==> src/rtl/blkx_pkg.sv <==
package blkx_pkg;

   typedef enum logic [1:0] {
      ST_IDLE  = 2'd0,
      ST_XFER  = 2'd1,
      ST_WBACK = 2'd2
   } blkx_state_e;

endpackage

==> src/rtl/blkx_prio_enc.sv <==
module blkx_prio_enc #(
   parameter int N    = 8,
   parameter int IW   = (N > 1) ? $clog2(N) : 1
) (
   input  logic [N-1:0]  mask_i,
   output logic [N-1:0]  onehot_o,
   output logic [IW-1:0] idx_o
);

   // Lowest set bit wins: one-hot isolation per bit position.
   for (genvar g = 0; g < N; g++) begin : g_oh
      if (g == 0) begin : g_lo
         assign onehot_o[g] = mask_i[0];
      end else begin : g_hi
         assign onehot_o[g] = mask_i[g] & ~(|mask_i[g-1:0]);
      end
   end

   always_comb begin
      idx_o = '0;
      for (int i = N - 1; i >= 0; i--) begin
         if (mask_i[i]) idx_o = IW'(i);
      end
   end

endmodule

==> src/rtl/blkx_pend_reg.sv <==
module blkx_pend_reg #(
   parameter int N = 8
) (
   input  logic         clk,
   input  logic         rst_n,
   input  logic         load_en_i,
   input  logic [N-1:0] load_val_i,
   input  logic         clr_en_i,
   input  logic [N-1:0] clr_onehot_i,
   output logic [N-1:0] pend_o
);

   always_ff @(posedge clk or negedge rst_n) begin
      if (!rst_n) begin
         pend_o <= '0;
      end else if (load_en_i) begin
         pend_o <= load_val_i;
      end else if (clr_en_i) begin
         pend_o <= pend_o & ~clr_onehot_i;
      end
   end

endmodule

==> src/rtl/blkx_addr_ctr.sv <==
module blkx_addr_ctr #(
   parameter int AW     = 32,
   parameter int STRIDE = 4
) (
   input  logic          clk,
   input  logic          rst_n,
   input  logic          load_en_i,
   input  logic [AW-1:0] load_val_i,
   input  logic          step_en_i,
   output logic [AW-1:0] addr_o
);

   localparam logic [AW-1:0] STEP = AW'(STRIDE);

   always_ff @(posedge clk or negedge rst_n) begin
      if (!rst_n) begin
         addr_o <= '0;
      end else if (load_en_i) begin
         addr_o <= load_val_i;
      end else if (step_en_i) begin
         addr_o <= addr_o + STEP;
      end
   end

endmodule

==> src/rtl/blkxfer_seq.sv <==
module blkxfer_seq
   import blkx_pkg::*;
#(
   parameter int NUM_REGS = 8,
   parameter int DATA_W   = 32,
   parameter int ADDR_W   = 32,
   parameter int STRIDE   = DATA_W / 8,
   localparam int IDX_W   = $clog2(NUM_REGS)
) (
   input  logic                clk,
   input  logic                rst_n,
   input  logic                start_i,
   input  logic [NUM_REGS-1:0] list_i,
   input  logic [IDX_W-1:0]    base_idx_i,
   input  logic                load_i,
   input  logic [ADDR_W-1:0]   base_val_i,
   output logic                busy_o,
   output logic                done_o,
   output logic [IDX_W-1:0]    rf_rd_idx_o,
   input  logic [DATA_W-1:0]   rf_rd_data_i,
   output logic                rf_we_o,
   output logic [IDX_W-1:0]    rf_wr_idx_o,
   output logic [DATA_W-1:0]   rf_wr_data_o,
   output logic                mem_req_o,
   output logic                mem_we_o,
   output logic [ADDR_W-1:0]   mem_addr_o,
   output logic [DATA_W-1:0]   mem_wdata_o,
   input  logic                mem_ack_i,
   input  logic [DATA_W-1:0]   mem_rdata_i
);

   // Elaboration-time parameter checks
   if (NUM_REGS < 2) begin : g_bad_regs
      $error("blkxfer_seq: NUM_REGS must be at least 2");
   end
   if (DATA_W % 8 != 0) begin : g_bad_data
      $error("blkxfer_seq: DATA_W must be a whole number of bytes");
   end
   if (ADDR_W > DATA_W) begin : g_bad_addr
      $error("blkxfer_seq: ADDR_W must fit in a register");
   end
   if (STRIDE < 1) begin : g_bad_stride
      $error("blkxfer_seq: STRIDE must be positive");
   end

   blkx_state_e         state_q, state_d;
   logic [NUM_REGS-1:0] pend;
   logic [NUM_REGS-1:0] cur_oh;
   logic [IDX_W-1:0]    cur_idx;
   logic [ADDR_W-1:0]   addr;
   logic [IDX_W-1:0]    base_idx_q;
   logic                load_q;
   logic                accept;
   logic                fire;
   logic                last;

   assign accept = start_i && (state_q == ST_IDLE);
   assign fire   = (state_q == ST_XFER) && mem_ack_i;
   assign last   = ((pend & ~cur_oh) == '0);

   blkx_pend_reg #(.N(NUM_REGS)) u_pend (
      .clk          (clk),
      .rst_n        (rst_n),
      .load_en_i    (accept),
      .load_val_i   (list_i),
      .clr_en_i     (fire),
      .clr_onehot_i (cur_oh),
      .pend_o       (pend)
   );

   blkx_prio_enc #(.N(NUM_REGS), .IW(IDX_W)) u_pick (
      .mask_i   (pend),
      .onehot_o (cur_oh),
      .idx_o    (cur_idx)
   );

   blkx_addr_ctr #(.AW(ADDR_W), .STRIDE(STRIDE)) u_addr (
      .clk        (clk),
      .rst_n      (rst_n),
      .load_en_i  (accept),
      .load_val_i (base_val_i),
      .step_en_i  (fire),
      .addr_o     (addr)
   );

   always_ff @(posedge clk or negedge rst_n) begin
      if (!rst_n) begin
         base_idx_q <= '0;
         load_q     <= 1'b0;
      end else if (accept) begin
         base_idx_q <= base_idx_i;
         load_q     <= load_i;
      end
   end

   always_comb begin
      state_d = state_q;
      unique case (state_q)
         ST_IDLE:  if (accept) state_d = (|list_i) ? ST_XFER : ST_WBACK;
         ST_XFER:  if (fire && last) state_d = ST_WBACK;
         ST_WBACK: state_d = ST_IDLE;
         default:  state_d = ST_IDLE;
      endcase
   end

   always_ff @(posedge clk or negedge rst_n) begin
      if (!rst_n) state_q <= ST_IDLE;
      else        state_q <= state_d;
   end

   // Bus side
   assign mem_req_o   = (state_q == ST_XFER);
   assign mem_we_o    = mem_req_o && !load_q;
   assign mem_addr_o  = addr;
   assign mem_wdata_o = rf_rd_data_i;
   assign rf_rd_idx_o = cur_idx;

   // Single register-file write port: loaded words, then base write-back
   always_comb begin
      if (state_q == ST_WBACK) begin
         rf_we_o      = 1'b1;
         rf_wr_idx_o  = base_idx_q;
         rf_wr_data_o = DATA_W'(addr);
      end else begin
         rf_we_o      = fire && load_q;
         rf_wr_idx_o  = cur_idx;
         rf_wr_data_o = mem_rdata_i;
      end
   end

   assign busy_o = (state_q != ST_IDLE);
   assign done_o = (state_q == ST_WBACK);

endmodule

==> config.mk <==
export PLATFORM = sky130hd
export DESIGN_NAME = blkxfer_seq
export DESIGN_NICKNAME = d
export VERILOG_FILES = /design/src/rtl/blkx_pkg.sv /design/src/rtl/blkx_prio_enc.sv /design/src/rtl/blkx_pend_reg.sv /design/src/rtl/blkx_addr_ctr.sv /design/src/rtl/blkxfer_seq.sv
export SDC_FILE = /design/constraint.sdc
export NUM_CORES = 1
export LEC_CHECK = 0
export CORE_ASPECT_RATIO = 0.9
export CORE_MARGIN = 3
export CORE_UTILIZATION = 41
export CTS_CLUSTER_SIZE = 40
export DETAILED_ROUTE_END_ITERATION = 16
export PLACE_DENSITY = 0.92
export SYNTH_ARGS = -nofsm -noshare
export SYNTH_HDL_FRONTEND = slang
export SYNTH_HIERARCHICAL = 1
export SYNTH_SLANG_ARGS = --single-unit
==> constraint.sdc <==
create_clock -name clk -period 5.5 [get_ports clk]
set_input_delay 0.825 -clock clk [delete_from_list [all_inputs] [get_ports clk]]
set_output_delay 0.825 -clock clk [all_outputs]
set_load 0.02 [all_outputs]
==> impl_results.md <==
* Final Max Tran Viols at 0
* Full die area at 9714 um2
* CTS Buffer Depth at 2
* TritonCTS buffer count at 5
* Critical path's slowest cell: nor2b_4
* Routability cong. at 0.8001
* CP Max Fanout at 21
* Post-CTS Setup Bufs at 0
* Hpwl dp at 7672 um
* Hold Path Class: flip-flop to flip-flop
* Residual DRC at 0
* Crit-path cells: nor2b_4 -> buf_4 -> mux2_2 -> clkdlybuf4s50_1
* WP buf/inv at 2
* Ranking of synthesized cells by area: dfrtp_1 (33%), mux2_4 (12%), buf_4 (7.3%)
* Crit path arrival time at 2.75 ns
* Data required, critical path at 4.68 ns
* Vias in the first global route at 3239
* Cell variety after synth at 51
* Num ports at 219
* Worst r2r path cells at 7
* Grt ovf at 0
* # fillers at 697
* Largest net degree at the start of global routing at 60
* I/O Buffers at 154
* Layout area overhead at 40.19%
* DRT Pass-1 Iters at 5
* Fin util at 60.16%
* Max cap viols at 0
* FF+latch count, synth at 46
* Die width at 103.6 um
* Post-synth EDFFs at 0
* Synth Cell Area at 3512 um2
* Final setup vio count at 0
* Antenna Nets Post-Route at 0
* Main synth FF type: dfrtp_1
* Worst Hold Depth at 1
* Setup TNS at 0 ns
* Row cnt at 31
* Antenna violations before repair at 0
* Worst hold start: base_idx_q[2]
* DIE HEIGHT at 93.81 um
* Nets@finish at 587
* Commonest non-fill, non-tap cells in the layout: clkdlybuf4s50_1 (153), dfrtp_1 (46), nand2_1 (34), mux2_4 (28), o21ai_0 (20)
* Leak pwr at 1.866 nW
* ANT cells at 0
* VDD IR-drop max at 0.3046 mV
* Final hold viol count at 0
* Post-layout minimum cycle time at 3.571 ns
* Ratio of final minimum period to clock period at 64.92%
* Reg-to-Reg Start: state_q[1]
* Hold Path End: base_idx_q[2]
* Synthesized instance count at 363
* Worst-path clk slew at 0.08 ns
* DR WL/cell at 17.14 um
* Via density per instance at 5.480
* Worst slew pin tran at 1.104 ns
* H-tree Lvls at 2
* Async S/R FF share, synth at 100.0%
* CTS tree: built
* Fmax at 280.1 MHz
* First-pass GRT wire length at 15900 um
* Slowest stage delay, CP at 0.66 ns
* CP Launch Type: flip-flop
* Syn nets at 476
* Slew HR at 26.43%
* Top-area cell type share of the netlist area at 32.78%
* Commonest non-fill, non-tap cell in the layout: clkdlybuf4s50_1
* Root buffer cell: clkbuf_8
* Crit path kind: flip-flop to output port
* Clk_lat worst skew at 0.30 ns
* Share of layout cells above drive strength 1 at 14.53%
* Initial Util at 42.91%
* Register-to-register setup slack at 2.40 ns
* Clk_skew at 0.01031 ns
* Final wirelength at 10120 um
* Sink Count at 46
* Total GRT Usage at 19.84%
* Ys Warns at 6
* Post-CTS sizing at 0
* Post-Syn Area per Cell at 9.675 um2
* Hold buffers post-CTS at 0
* Post-Place Cells at 582
* Total number of vias at 3233
* FF-to-FF End: u_addr/addr_o[30]
* Outcome: completed
* Initial detailed-routing violation count at 155
* RSZ-0062 raised after global routing: false
* Seq/Total Area, Yosys at 32.78%
* Area of the core at 8184 um2
* Cell family with most CP delay: buffers and inverters
* Synth area leader: dfrtp_1
* Pwr dens at 459.0 nW/um2
* Fin cells at 590
* CP endpoint kind: output port
## worst max-delay path by stage
stage,from,to,slack (ns),cells after the start
CTS,state_q[0],rf_wr_data_o[31],1.91,4
global route,state_q[0],rf_wr_data_o[31],1.84,4
global placement,mem_ack_i,u_addr/addr_o[29],1.94,6
detailed placement,mem_ack_i,u_addr/addr_o[29],1.85,6
floorplan,mem_ack_i,u_addr/addr_o[29],2.83,7
finish,state_q[0],rf_wr_data_o[31],1.93,4
## metrics by stage
step	total power, mW	cell area [um2]	setup WS (ns)	hold slack, ns
CTS	2.272	4923	1.908	0.5231
finish	2.260	4923	1.929	0.5192
detailed placement	2.044	4832	1.853	0.5025
global route	2.398	4923	1.836	0.5428
floorplan	1.480	3512	2.835	0.4750
global placement	1.983	4832	1.944	0.4905
## per-layer routing
metal,share of wire (%),up-vias,GRT usage [%]
li1,-,1510,-
met5,0,-,0
met4,1.4,0,5.094
met1,41,1552,23.89
met3,5.7,21,3.505
met2,52,150,36.87
## sequential cells by signal, summed over array words and instances (netlist names)
signal,flops
base_idx_q,3
load_q,1
state_q,2
u_addr/addr_o,32
u_pend/pend_o,8
## synth_stat cells, types with 4 or more instances
master and instances:
dfrtp_1 46, buf_4 34, nand2_1 34, mux2_4 28, o21ai_0 20, nor2_1 19, a31oi_1 13, mux2_2 13
o31ai_1 13, or4_1 12, inv_1 11, nand3_1 10, clkbuf_1 9, xnor2_1 9, a21bo_2 8, buf_6 7
nand4_1 7, o21ai_1 7, and4_1 6, xor2_1 6, nand2b_1 5, nor3_1 5, and3_1 4, nor4_1 4
## where the power goes
part           internal, mW  switching [mW]  total [mW]
clock                 0.102           0.114       0.216
sequential            0.498           0.270       0.768
combinational         0.659           0.617        1.28
## layout make-up
| cell class | count | area, um2 | share of cell area [%] |
|---|---|---|---|
| clock inverters | 1 | 5.005 | 0.1017 |
| multi-input cells | 254 | 1948 | 39.57 |
| well taps | 115 | 143.9 | 2.922 |
| flip-flops and latches | 46 | 1151 | 23.38 |
| clock buffers | 7 | 86.33 | 1.753 |
| repair buffers | 155 | 1544 | 31.36 |
| inverters | 12 | 45.04 | 0.9149 |
## logic make-up after synthesis
group | after synthesis | synth area share, %
AOI/OAI and AO/OA | 72 | 13.82
DFF | 46 | 32.78
xor gates and xnor gates | 15 | 3.741
buffers and inverters | 63 | 11.90
and+or+nand+nor | 124 | 20.98
adders and majority gates | 1 | 0.3562
muxes | 42 | 16.42
No activity file was read; power rests on OpenSTA's default activity.
